`src/rtl/burst_seq_pkg.sv`:
```
package burst_seq_pkg;
  typedef enum logic [1:0] {
    CMD_HOLD = 2'd0,
    CMD_LOAD = 2'd1,
    CMD_STEP = 2'd2
  } seq_cmd_e;

  typedef enum logic {
    ORD_INTLV  = 1'b0,
    ORD_LINEAR = 1'b1
  } burst_ord_e;
endpackage

```
`src/rtl/burst_strobe_dec.sv`:
```
module burst_strobe_dec
  import burst_seq_pkg::*;
(
  input  logic     strb_proc_ni,
  input  logic     strb_ctrl_ni,
  input  logic     adv_ni,
  output seq_cmd_e cmd_o
);
  logic proc_hit;
  logic ctrl_hit;

  assign proc_hit = ~strb_proc_ni;
  assign ctrl_hit = strb_proc_ni & ~strb_ctrl_ni;

  always_comb begin
    cmd_o = CMD_HOLD;
    if (proc_hit)     cmd_o = CMD_LOAD;
    else if (ctrl_hit) cmd_o = CMD_LOAD;
    else if (!adv_ni) cmd_o = CMD_STEP;
  end
endmodule

```
`src/rtl/burst_beat_ctr.sv`:
```
module burst_beat_ctr
  import burst_seq_pkg::*;
#(
  parameter int unsigned BURST_W = 2
) (
  input  logic               clk_i,
  input  logic               rst_ni,
  input  seq_cmd_e           cmd_i,
  input  logic [BURST_W-1:0] start_i,
  input  burst_ord_e         ord_i,
  output logic [BURST_W-1:0] start_o,
  output logic [BURST_W-1:0] beat_o,
  output burst_ord_e         ord_o
);
  logic [BURST_W-1:0] start_q, beat_q;
  burst_ord_e         ord_q;

  always_ff @(posedge clk_i or negedge rst_ni) begin
    if (!rst_ni) begin
      start_q <= '0;
      beat_q  <= '0;
      ord_q   <= ORD_INTLV;
    end else begin
      unique case (cmd_i)
        CMD_LOAD: begin
          start_q <= start_i;
          beat_q  <= '0;
          ord_q   <= ord_i;  // order frozen until next load
        end
        CMD_STEP: beat_q <= beat_q + 1'b1;  // natural wrap inside burst
        default:  ;
      endcase
    end
  end

  assign start_o = start_q;
  assign beat_o  = beat_q;
  assign ord_o   = ord_q;
endmodule

```
`src/rtl/burst_order_map.sv`:
```
module burst_order_map
  import burst_seq_pkg::*;
#(
  parameter int unsigned BURST_W = 2
) (
  input  logic [BURST_W-1:0] start_i,
  input  logic [BURST_W-1:0] beat_i,
  input  burst_ord_e         ord_i,
  output logic [BURST_W-1:0] lo_o
);
  logic [BURST_W-1:0] intlv_lo;
  logic [BURST_W-1:0] lin_lo;

  for (genvar b = 0; b < BURST_W; b++) begin : g_intlv
    assign intlv_lo[b] = start_i[b] ^ beat_i[b];
  end

  assign lin_lo = start_i + beat_i;  // modulo 2**BURST_W
  assign lo_o   = (ord_i == ORD_LINEAR) ? lin_lo : intlv_lo;
endmodule

```
`src/rtl/burst_addr_seq.sv`:
```
module burst_addr_seq
  import burst_seq_pkg::*;
#(
  parameter int unsigned ADDR_W  = 20,
  parameter int unsigned BURST_W = 2
) (
  input  logic              clk_i,
  input  logic              rst_ni,
  input  logic [ADDR_W-1:0] addr_i,
  input  logic              strb_proc_ni,
  input  logic              strb_ctrl_ni,
  input  logic              adv_ni,
  input  logic              order_lin_i,
  output logic [ADDR_W-1:0] addr_o
);
  localparam int unsigned HI_W = ADDR_W - BURST_W;

  seq_cmd_e           cmd;
  logic [HI_W-1:0]    hi_q;
  logic [BURST_W-1:0] start_bits, beat, lo_bits;
  burst_ord_e         ord_cur;
  burst_ord_e         ord_in;

  assign ord_in = order_lin_i ? ORD_LINEAR : ORD_INTLV;

  burst_strobe_dec u_dec (
    .strb_proc_ni (strb_proc_ni),
    .strb_ctrl_ni (strb_ctrl_ni),
    .adv_ni       (adv_ni),
    .cmd_o        (cmd)
  );

  burst_beat_ctr #(.BURST_W(BURST_W)) u_ctr (
    .clk_i   (clk_i),
    .rst_ni  (rst_ni),
    .cmd_i   (cmd),
    .start_i (addr_i[BURST_W-1:0]),
    .ord_i   (ord_in),
    .start_o (start_bits),
    .beat_o  (beat),
    .ord_o   (ord_cur)
  );

  burst_order_map #(.BURST_W(BURST_W)) u_map (
    .start_i (start_bits),
    .beat_i  (beat),
    .ord_i   (ord_cur),
    .lo_o    (lo_bits)
  );

  always_ff @(posedge clk_i or negedge rst_ni) begin
    if (!rst_ni)               hi_q <= '0;
    else if (cmd == CMD_LOAD)  hi_q <= addr_i[ADDR_W-1:BURST_W];
  end

  assign addr_o = {hi_q, lo_bits};
endmodule

```
`config.mk`:
```
export PLATFORM = sky130hd
export DESIGN_NAME = burst_addr_seq
export DESIGN_NICKNAME = d
export VERILOG_FILES = /design/src/rtl/burst_seq_pkg.sv /design/src/rtl/burst_strobe_dec.sv /design/src/rtl/burst_beat_ctr.sv /design/src/rtl/burst_order_map.sv /design/src/rtl/burst_addr_seq.sv
export SDC_FILE = /design/constraint.sdc
export NUM_CORES = 1
export LEC_CHECK = 0
export BUFFER_PORTS_ARGS = -buffer_cell sky130_fd_sc_hd__buf_2
export CORE_MARGIN = 5
export CORE_UTILIZATION = 44
export DETAILED_ROUTE_END_ITERATION = 12
export PLACE_DENSITY = 0.76
export SLEW_MARGIN = 20
export SYNTH_ARGS = -nofsm -noshare
export SYNTH_HDL_FRONTEND = slang
export SYNTH_SLANG_ARGS = --single-unit
```
`constraint.sdc`:
```
create_clock -name clk_i -period 1.25 [get_ports clk_i]
set_clock_uncertainty 0.2 [all_clocks]
set_input_delay 0.25 -clock clk_i [delete_from_list [all_inputs] [get_ports clk_i]]
set_output_delay 0.25 -clock clk_i [all_outputs]
set_load 0.005 [all_outputs]
```
==> results.json, run 1 <==
{
  "p_int_mw": 1.22,
  "cts_buffers": 3,
  "grt_pass1_wl_mm": 4.00,
  "syn_avg_cell_area_um2": 17.4,
  "pin_count": 46,
  "peakVddDrop_mv": 0.821,
  "syn_inst": 56,
  "reg2reg_slack_ns": -0.03,
  "avgViaCountPerCell": 4.53,
  "crit-reg2reg-capture": "u_ctr.beat_o[1]",
  "place_ws_ns": -0.0706,
  "die_h_um": 57.0,
  "syn_area_um2": 972,
  "worstHoldPathType": "in2reg",
  "worstSetupEndpointType": "output pin",
  "cap_violations": 0,
  "grt-ovfl-total": 0,
  "async_flop_share_pct": 100,
  "clkPwrFrac_pct": 20.9,
  "required_ns": 0.80,
  "dieArea_um2": 3250,
  "cp.arrival_ns": 1.19,
  "yosysUniqueCellTypes": 12,
  "synthFlopType": "dfrtp_1",
  "finalSetupTns_ns": -1.18,
  "cp_top_family": "flip-flops",
  "clock_sinks": 23,
  "start_util_pct": 44.8,
  "grt_start_max_net_pins": 24,
  "critPathMaxStageDelay_ns": 0.44,
  "p_leak_nw": 0.895,
  "wire_per_inst_um": 14.5,
  "tritoncts": "done",
  "grt_usage_pct": 16.1,
  "crit_chain": "ha_4, nand2_2, xnor2_1, buf_2",
  "n_antenna_cell": 0,
  "rsz0062_at_grt": "yes",
  "drc": 0,
  "vias": 807,
  "worstRegToRegCells": 4,
  "gp_congestion": 0.691,
  "seq_power_share_pct": 52.6,
  "first_pass_iters": 4,
  "power_density_nw_per_um2": 937,
  "final_util_pct": 78.4,
  "final_cell_area_um2": 1700,
  "synth-seq-cells": 23,
  "status": "finished, violations left",
  "r2r-start": "u_ctr.beat_o[0]",
  "fin_cells": 178,
  "synth_nets": 83,
  "hpwl_mm": 1.48,
  "port_buffers": 45,
  "fin_crit_ns": 1.64,
  "min_from": "adv_ni",
  "yosysTopAreaCell": "dfrtp_1",
  "whs_path_depth": 3,
  "path_buf_inv": 1,
  "violations": "negative setup slack",
  "critical_path_depth": 4,
  "final_net_count": 178,
  "synth_most_common_cell": "dfrtp_1",
  "yosysWarnings": 0,
  "path_clk_slew_ns": 0.12,
  "core_area_um2": 2170,
  "area_growth_pct": 74.9,
  "routed_wirelength_mm": 2.59,
  "drv_slew": 0,
  "hold_viol": 0,
  "drtAntennaViolNets": 0,
  "drive_gt1_share_pct": 65.3,
  "min_to": "u_ctr.beat_o[0]",
  "fp-row-count": 17,
  "worst_slew_pin_slew_ns": 0.508,
  "fmax_mhz": 611,
  "pwr-share-comb_pct": 26.5,
  "setup_viol": 21,
  "crit_fanout": 2,
  "ys_seq_area_share_pct": 59.2,
  "synth_edf_count": 0,
  "first_iter_violations": 13,
  "netlist.area_leader.share_pct": 59.2,
  "crit_type": "reg2out",
  "setup_ws_ns": -0.386,
  "whs_ns": 0.0450,
  "fp.dieW_um": 57.0,
  "clock_tree.buffer_depth": 2,
  "slowest_stage": "dfrtp_1",
  "ys_top_cells_by_area": "dfrtp_1, mux2_4, mux2_2",
  "root_buffer": "clkbuf_4",
  "antenna_found_initial": 0,
  "p_total_mw": 1.59,
  "dp_cells": 134,
  "finalCritPeriodShare_pct": 131,
  "grt_pass1_vias": 869,
  "cp-start-kind": "register",
  "yosys-top-cells-count": "dfrtp_1, mux2_4, mux2_2",
  "switching_share_pct": 23.7,
  "dpl_cell_area_um2": 1290,
  "clk_latency_ns": 0.30,
  "slew-limit-headroom_pct": 66.2,
  "p_sw_mw": 0.377,
  "htreeDepth": 1
}
-- how the worst max path moves through the flow --
stage	slack (ns)	endpoint	start
2_1_floorplan	0.07	addr_o[1]	u_ctr.start_o[0]
3_3_place_gp	-0.03	addr_o[1]	u_ctr.start_o[0]
3_5_place_dp	-0.07	addr_o[1]	u_ctr.start_o[0]
4_1_cts	-0.37	addr_o[1]	u_ctr.start_o[1]
5_1_grt	-0.47	addr_o[1]	u_ctr.beat_o[0]
6_report	-0.39	addr_o[1]	u_ctr.start_o[0]
-- worst register-to-register path: cells and delay by family (launching register included) --
| kind | cells | cell delay (ns) |
|---|---|---|
| flops | 1 | 0.43 |
| simple gates | 2 | 0.22 |
| xor+xnor | 1 | 0.18 |
| buf+inv | 1 | 0.15 |
-- area by class of cell --
| class | instances | area, um2 |
|---|---|---|
| clock buffer | 4 | 26.3 |
| timing repair buffer | 92 | 672 |
| sequential | 23 | 576 |
| multi-input combinational | 31 | 392 |
| tap | 28 | 35.0 |
| fill | 135 | 469 |
-- power groups by stage --
stage                     clock, mW  combinational, mW  sequential, mW
final                         0.333              0.423           0.837
after floorplan                   0              0.129           0.852
after global placement            0              0.273           0.845
after global routing          0.383              0.456           0.845
after detailed placement          0              0.280           0.850
after CTS                     0.331              0.373           0.833
-- routing by layer --
metal,wire length (um),share of wire (%),GRT usage (%)
met1,973,38,18.8
met2,1460,56,29.2
met3,113,4.4,3.62
met4,39,1.5,4.97
met5,0,0,0
-- state kept, by name, indices dropped and copies added (netlist names) --
register       cells
hi_q              18
u_ctr.beat_o       2
u_ctr.start_o      2
u_ctr.ord_o        1
-- layout by cell type (no fill, tap or decap), drive strengths merged --
cell type / Yosys / final
nor3: 1 / 1
nand2: 2 / 2
mux2: 21 / 21
nor2: 1 / 1
nor2b: 2 / 2
ha: 1 / 1
xnor2: 2 / 2
dfrtp: 23 / 23
buf: 2 / 70
dlygate4sd3: 0 / 22
clkbuf: 0 / 4
xor2: 1 / 1
-- kinds of logic (layout without fill, tap and decap cells) --
logic type | count (synthesis) | count (layout) | share of synthesized area, %
xor gates and xnor gates | 3 | 3 | 2.70
adders and majority gates | 1 | 1 | 1.29
buffers and inverters | 2 | 96 | 2.32
DFF | 23 | 23 | 59.2
muxes | 21 | 21 | 31.3
and+or+nand+nor | 6 | 6 | 3.22
-- what timing repair did --
| item | 4_1_cts | 5_1_grt |
|---|---|---|
| endpoints found under the setup margin | 20 | 21 |
| hold buffers | 22 | 0 |
| pin swaps | 1 | 2 |
| gates resized for setup | 2 | 5 |
| buffers inserted | 9 | 9 |
| endpoints found under the hold margin | 44 | 0 |
(Power assumes the default switching activity.)
==> run 2, diff against run 1 <==
--- a/config.mk
+++ b/config.mk
@@ -7,9 +7,9 @@
 export LEC_CHECK = 0
 export BUFFER_PORTS_ARGS = -buffer_cell sky130_fd_sc_hd__buf_2
 export CORE_MARGIN = 5
-export CORE_UTILIZATION = 44
+export CORE_UTILIZATION = 45
 export DETAILED_ROUTE_END_ITERATION = 12
-export PLACE_DENSITY = 0.76
+export PLACE_DENSITY = 0.78
 export SLEW_MARGIN = 20
 export SYNTH_ARGS = -nofsm -noshare
 export SYNTH_HDL_FRONTEND = slang
==> constraint.sdc (replaced) <==
create_clock -name clk_i -period 1.9 [get_ports clk_i]
set_clock_uncertainty 0.2 [all_clocks]
set_input_delay 0.38 -clock clk_i [delete_from_list [all_inputs] [get_ports clk_i]]
set_output_delay 0.38 -clock clk_i [all_outputs]
set_load 0.005 [all_outputs]
==> run 2 against run 1 <==
  * The run now ends clean
  * Routed wire length decreased by 29%
  * Setup slack improved by 0.49 ns
  * Clock power decreased by 33%
  * Global-route usage decreased by 3.9 points
  * Worst hold slack improved by 0.039 ns
  * Critical endpoint unchanged
==> results.json, run 2 (synthesis gave the netlist of run 1 again) <==
{
  "worstRegToRegCells": 3,
  "drive_gt1_share_pct": 68.6,
  "tritoncts": "done",
  "hold_viol": 0,
  "routed_wirelength_mm": 1.83,
  "multiInputGateArea_um2": 374,
  "core_area_um2": 2000,
  "peakVddDrop_mv": 0.543,
  "clock_sinks": 23,
  "crit_chain": "ha_1, nand2_1, xnor2_1, buf_2",
  "grt_usage_pct": 12.2,
  "seq_area_um2": 576,
  "grt-ovfl-total": 0,
  "whs_ns": 0.0835,
  "cp-start-kind": "register",
  "fill_cells": 163,
  "crit_type": "reg2out",
  "drc": 0,
  "rsz0062_at_grt": "no",
  "finalSetupTns_ns": 0,
  "critPathMaxStageDelay_ns": 0.43,
  "antenna_found_initial": 0,
  "dp_cells": 127,
  "whs_path_depth": 2,
  "regMostFlops": "hi_q",
  "dpl_cell_area_um2": 1230,
  "crit_fanout": 3,
  "htreeDepth": 1,
  "first_iter_violations": 2,
  "first_pass_iters": 3,
  "clk_latency_ns": 0.31,
  "largest_register_ffs": 18,
  "p_total_mw": 0.941,
  "path_clk_slew_ns": 0.13,
  "pin_count": 46,
  "start_util_pct": 48.6,
  "avgViaCountPerCell": 4.51,
  "slew-limit-headroom_pct": 67.0,
  "fin_cells": 132,
  "finalCritPeriodShare_pct": 94.5,
  "setup_viol": 0,
  "required_ns": 1.32,
  "worstHoldPathType": "in2reg",
  "drtAntennaViolNets": 0,
  "grt_pass1_vias": 656,
  "fin_crit_ns": 1.79,
  "postCtsSetupRepairBufs": 0,
  "fp.dieW_um": 56.5,
  "hpwl_mm": 1.39,
  "final_util_pct": 63.2,
  "layout_common_cells": "buf_2, dfrtp_1, mux2_4",
  "cts_buffers": 3,
  "fmax_mhz": 557,
  "status": "completed",
  "area_growth_pct": 30.2,
  "worst_slew_pin_slew_ns": 0.494,
  "wire_per_inst_um": 13.9,
  "power_density_nw_per_um2": 743,
  "reg2reg_slack_ns": 0.76,
  "port_buffers": 45,
  "dieArea_um2": 3190,
  "setup_ws_ns": 0.105,
  "fp-row-count": 16,
  "final_cell_area_um2": 1270,
  "cp_top_family": "flip-flops",
  "grt_pass1_wl_mm": 2.99,
  "cp.arrival_ns": 1.21,
  "n_antenna_cell": 0,
  "final_common_cell": "buf_2",
  "vias": 595,
  "worstSetupEndpointType": "output pin",
  "slowest_stage": "dfrtp_1",
  "root_buffer": "clkbuf_4",
  "critical_path_depth": 4,
  "die_h_um": 56.5,
  "drv_slew": 0,
  "path_buf_inv": 1,
  "cap_violations": 0,
  "p_leak_nw": 0.683,
  "gp_congestion": 0.704,
  "grt_start_max_net_pins": 24,
  "final_net_count": 133,
  "clock_tree.buffer_depth": 2,
  "place_ws_ns": 0.461
}
-- run 2: cell type report --
class,count,share of cell area (%)
Tap cell,27,2.67
Timing Repair Buffer,47,20.2
Clock buffer,3,1.78
Sequential cell,23,45.5
Clock inverter,1,0.395
Multi-Input combinational cell,31,29.5
-- run 2: layer usage --
| layer | share of wire, % | GRT usage, % | vias to the layer above |
|---|---|---|---|
| li1 | - | - | 291 |
| met1 | 43 | 13.3 | 283 |
| met2 | 50 | 21.1 | 17 |
| met3 | 5.3 | 3.44 | 4 |
| met4 | 2.0 | 6.10 | 0 |
| met5 | 0 | 0 | - |
-- run 2: worst register-to-register path, stage by stage (launching register included) --
cell and delay, ns:
dfrtp_1 0.40, nor2b_1 0.23, xnor2_1 0.15, nor2_1 0.06
-- run 2: power by group --
part / switching (mW) / internal (mW)
clock network: 0.145 / 0.0787
registers: 0.0208 / 0.528
logic: 0.0615 / 0.107
total: 0.227 / 0.714
-- run 2: final timing paths --
check	end	from
worst max register to register	u_ctr.beat_o[1]	u_ctr.beat_o[0]
max in group asynchronous	u_ctr.beat_o[1]	rst_ni
worst min register to register	hi_q[15]	hi_q[15]
worst max-delay path	addr_o[1]	u_ctr.beat_o[0]
worst min-delay path	hi_q[4]	addr_i[6]
min in group asynchronous	hi_q[0]	rst_ni
-- run 2: timing repair --
item                                   in CTS  in global routing
hold buffers                                1                  0
resized for setup                           0                  0
setup endpoints to repair                   0                  0
endpoints found under the hold margin      23                  0
==> run 3, diff against run 2 <==
--- a/config.mk
+++ b/config.mk
@@ -7,9 +7,9 @@
 export LEC_CHECK = 0
 export BUFFER_PORTS_ARGS = -buffer_cell sky130_fd_sc_hd__buf_2
 export CORE_MARGIN = 5
-export CORE_UTILIZATION = 45
+export CORE_UTILIZATION = 48
 export DETAILED_ROUTE_END_ITERATION = 12
-export PLACE_DENSITY = 0.78
+export PLACE_DENSITY = 0.82
 export SLEW_MARGIN = 20
 export SYNTH_ARGS = -nofsm -noshare
 export SYNTH_HDL_FRONTEND = slang
==> run 3 against run 2 <==
  * Final cell count unchanged
  * Final area up 0.49%
  * Non-clock buffer count unchanged
  * Clock-buffer cell count up 1
  * Routed wire length up 5.5%
  * Sequential power about the same
  * Via count up 1.2%
  * Sequential share of layout area down 0.22 points
  * Register-to-register slack better by 0.05 ns
  * Critical path type unchanged
  * Critical endpoint unchanged
  * Largest power group unchanged
  * Highest routed layer unchanged
==> results.json, run 3 (synthesis gave the netlist of run 1 again) <==
{
  "grt_usage_pct": 14.3,
  "grt_start_max_net_pins": 24,
  "final_common_cell": "buf_2",
  "start_util_pct": 50.1,
  "postCtsSetupRepairBufs": 0,
  "worstSetupEndpointType": "output pin",
  "pin_count": 46,
  "seq_area_um2": 576,
  "area_growth_pct": 30.9,
  "cap_violations": 0,
  "reg2reg_slack_ns": 0.81,
  "slowest_stage": "dfrtp_1",
  "cp-start-kind": "register",
  "fill_cells": 153,
  "hold_viol": 0,
  "power_density_nw_per_um2": 739,
  "htreeDepth": 1,
  "place_ws_ns": 0.287,
  "final_net_count": 133,
  "routed_wirelength_mm": 1.94,
  "regMostFlops": "hi_q",
  "fp-row-count": 16,
  "tritoncts": "done",
  "clock_sinks": 23,
  "fmax_mhz": 560,
  "fin_crit_ns": 1.79,
  "first_iter_violations": 0,
  "whs_path_depth": 2,
  "slew-limit-headroom_pct": 66.9,
  "min_from": "addr_i[18]",
  "crit_fanout": 2,
  "crit_start": "u_ctr.beat_o[1]",
  "core_area_um2": 1940,
  "port_buffers": 45,
  "cts_buffers": 3,
  "die_h_um": 55.0,
  "wire_per_inst_um": 14.7,
  "finalCritPeriodShare_pct": 94.0,
  "first_pass_iters": 1,
  "largest_register_ffs": 18,
  "grt_pass1_vias": 666,
  "whs_ns": 0.0969,
  "root_buffer": "clkbuf_4",
  "crit_chain": "xor2_2, xnor2_1, buf_2",
  "worstRegToRegCells": 3,
  "avgViaCountPerCell": 4.56,
  "grt_pass1_wl_mm": 3.02,
  "min_to": "hi_q[16]",
  "worstHoldPathType": "in2reg",
  "setup_viol": 0,
  "vias": 602,
  "multiInputGateArea_um2": 382,
  "cp.arrival_ns": 1.21,
  "path_clk_slew_ns": 0.12,
  "clk_latency_ns": 0.30,
  "critPathMaxStageDelay_ns": 0.45,
  "status": "completed",
  "dieArea_um2": 3030,
  "worst_slew_pin_slew_ns": 0.496,
  "antenna_found_initial": 0,
  "drc": 0,
  "hpwl_mm": 1.45,
  "n_antenna_cell": 0,
  "p_leak_nw": 0.681,
  "crit-reg2reg-capture": "u_ctr.beat_o[1]",
  "fp.dieW_um": 55.0,
  "r2r-start": "u_ctr.beat_o[0]",
  "setup_ws_ns": 0.114,
  "drv_slew": 0,
  "peakVddDrop_mv": 0.482,
  "required_ns": 1.32,
  "layout_common_cells": "buf_2, dfrtp_1, mux2_4",
  "crit_type": "reg2out",
  "drtAntennaViolNets": 0,
  "clock_tree.buffer_depth": 2,
  "finalSetupTns_ns": 0,
  "grt-ovfl-total": 0,
  "drive_gt1_share_pct": 68.6,
  "gp_congestion": 0.744,
  "rsz0062_at_grt": "no"
}
-- run 3: worst max-delay path: cells and delay by family (launching register included) --
kind,cells,cell delay (ns)
buf+inv,1,0.12
flops,1,0.45
xor+xnor,2,0.34
-- run 3: cell type report --
type / instances / share of cell area (%)
Clock buffer: 4 / 2.06
Multi-Input combinational cell: 31 / 30.0
Sequential cell: 23 / 45.2
Tap cell: 27 / 2.65
Timing Repair Buffer: 47 / 20.1
-- run 3: per-stage QoR --
stage                     cells  area, um2  total power [mW]  utilization (%)
after floorplan              56        972             0.645                -
after global placement      127       1230             0.724             63.3
after detailed placement    127       1230             0.728             63.3
after CTS                   132       1260             0.949             65.1
after global routing        132       1270             0.989             65.5
final                       132       1270             0.940             65.5
-- run 3: routing by layer --
layer  up-vias  share of wire [%]  GRT usage, %
met1       294                 40          17.4
met4         0               0.83          8.91
met3         2                5.7          3.49
met2        17                 53          22.8
li1        289                  -             -
met5         -                  0             0
-- run 3: repair_timing --
action / CTS / global route
hold buffers: 1 / 0
setup endpoints to repair: 0 / 1
hold endpoints to repair: 23 / 0
resized for setup: 0 / 1
-- run 3: worst max-delay path by stage --
stage | end | slack, ns
after floorplan | addr_o[1] | 0.59
after global placement | hi_q[7] | 0.31
after detailed placement | hi_q[7] | 0.29
after CTS | addr_o[1] | 0.09
after global routing | addr_o[1] | 0.007
final | addr_o[1] | 0.11
-- run 3: where the power goes --
group,internal [mW],switching [mW]
registers,0.528,0.0221
logic,0.108,0.0619
clock network,0.0818,0.139
total,0.718,0.223
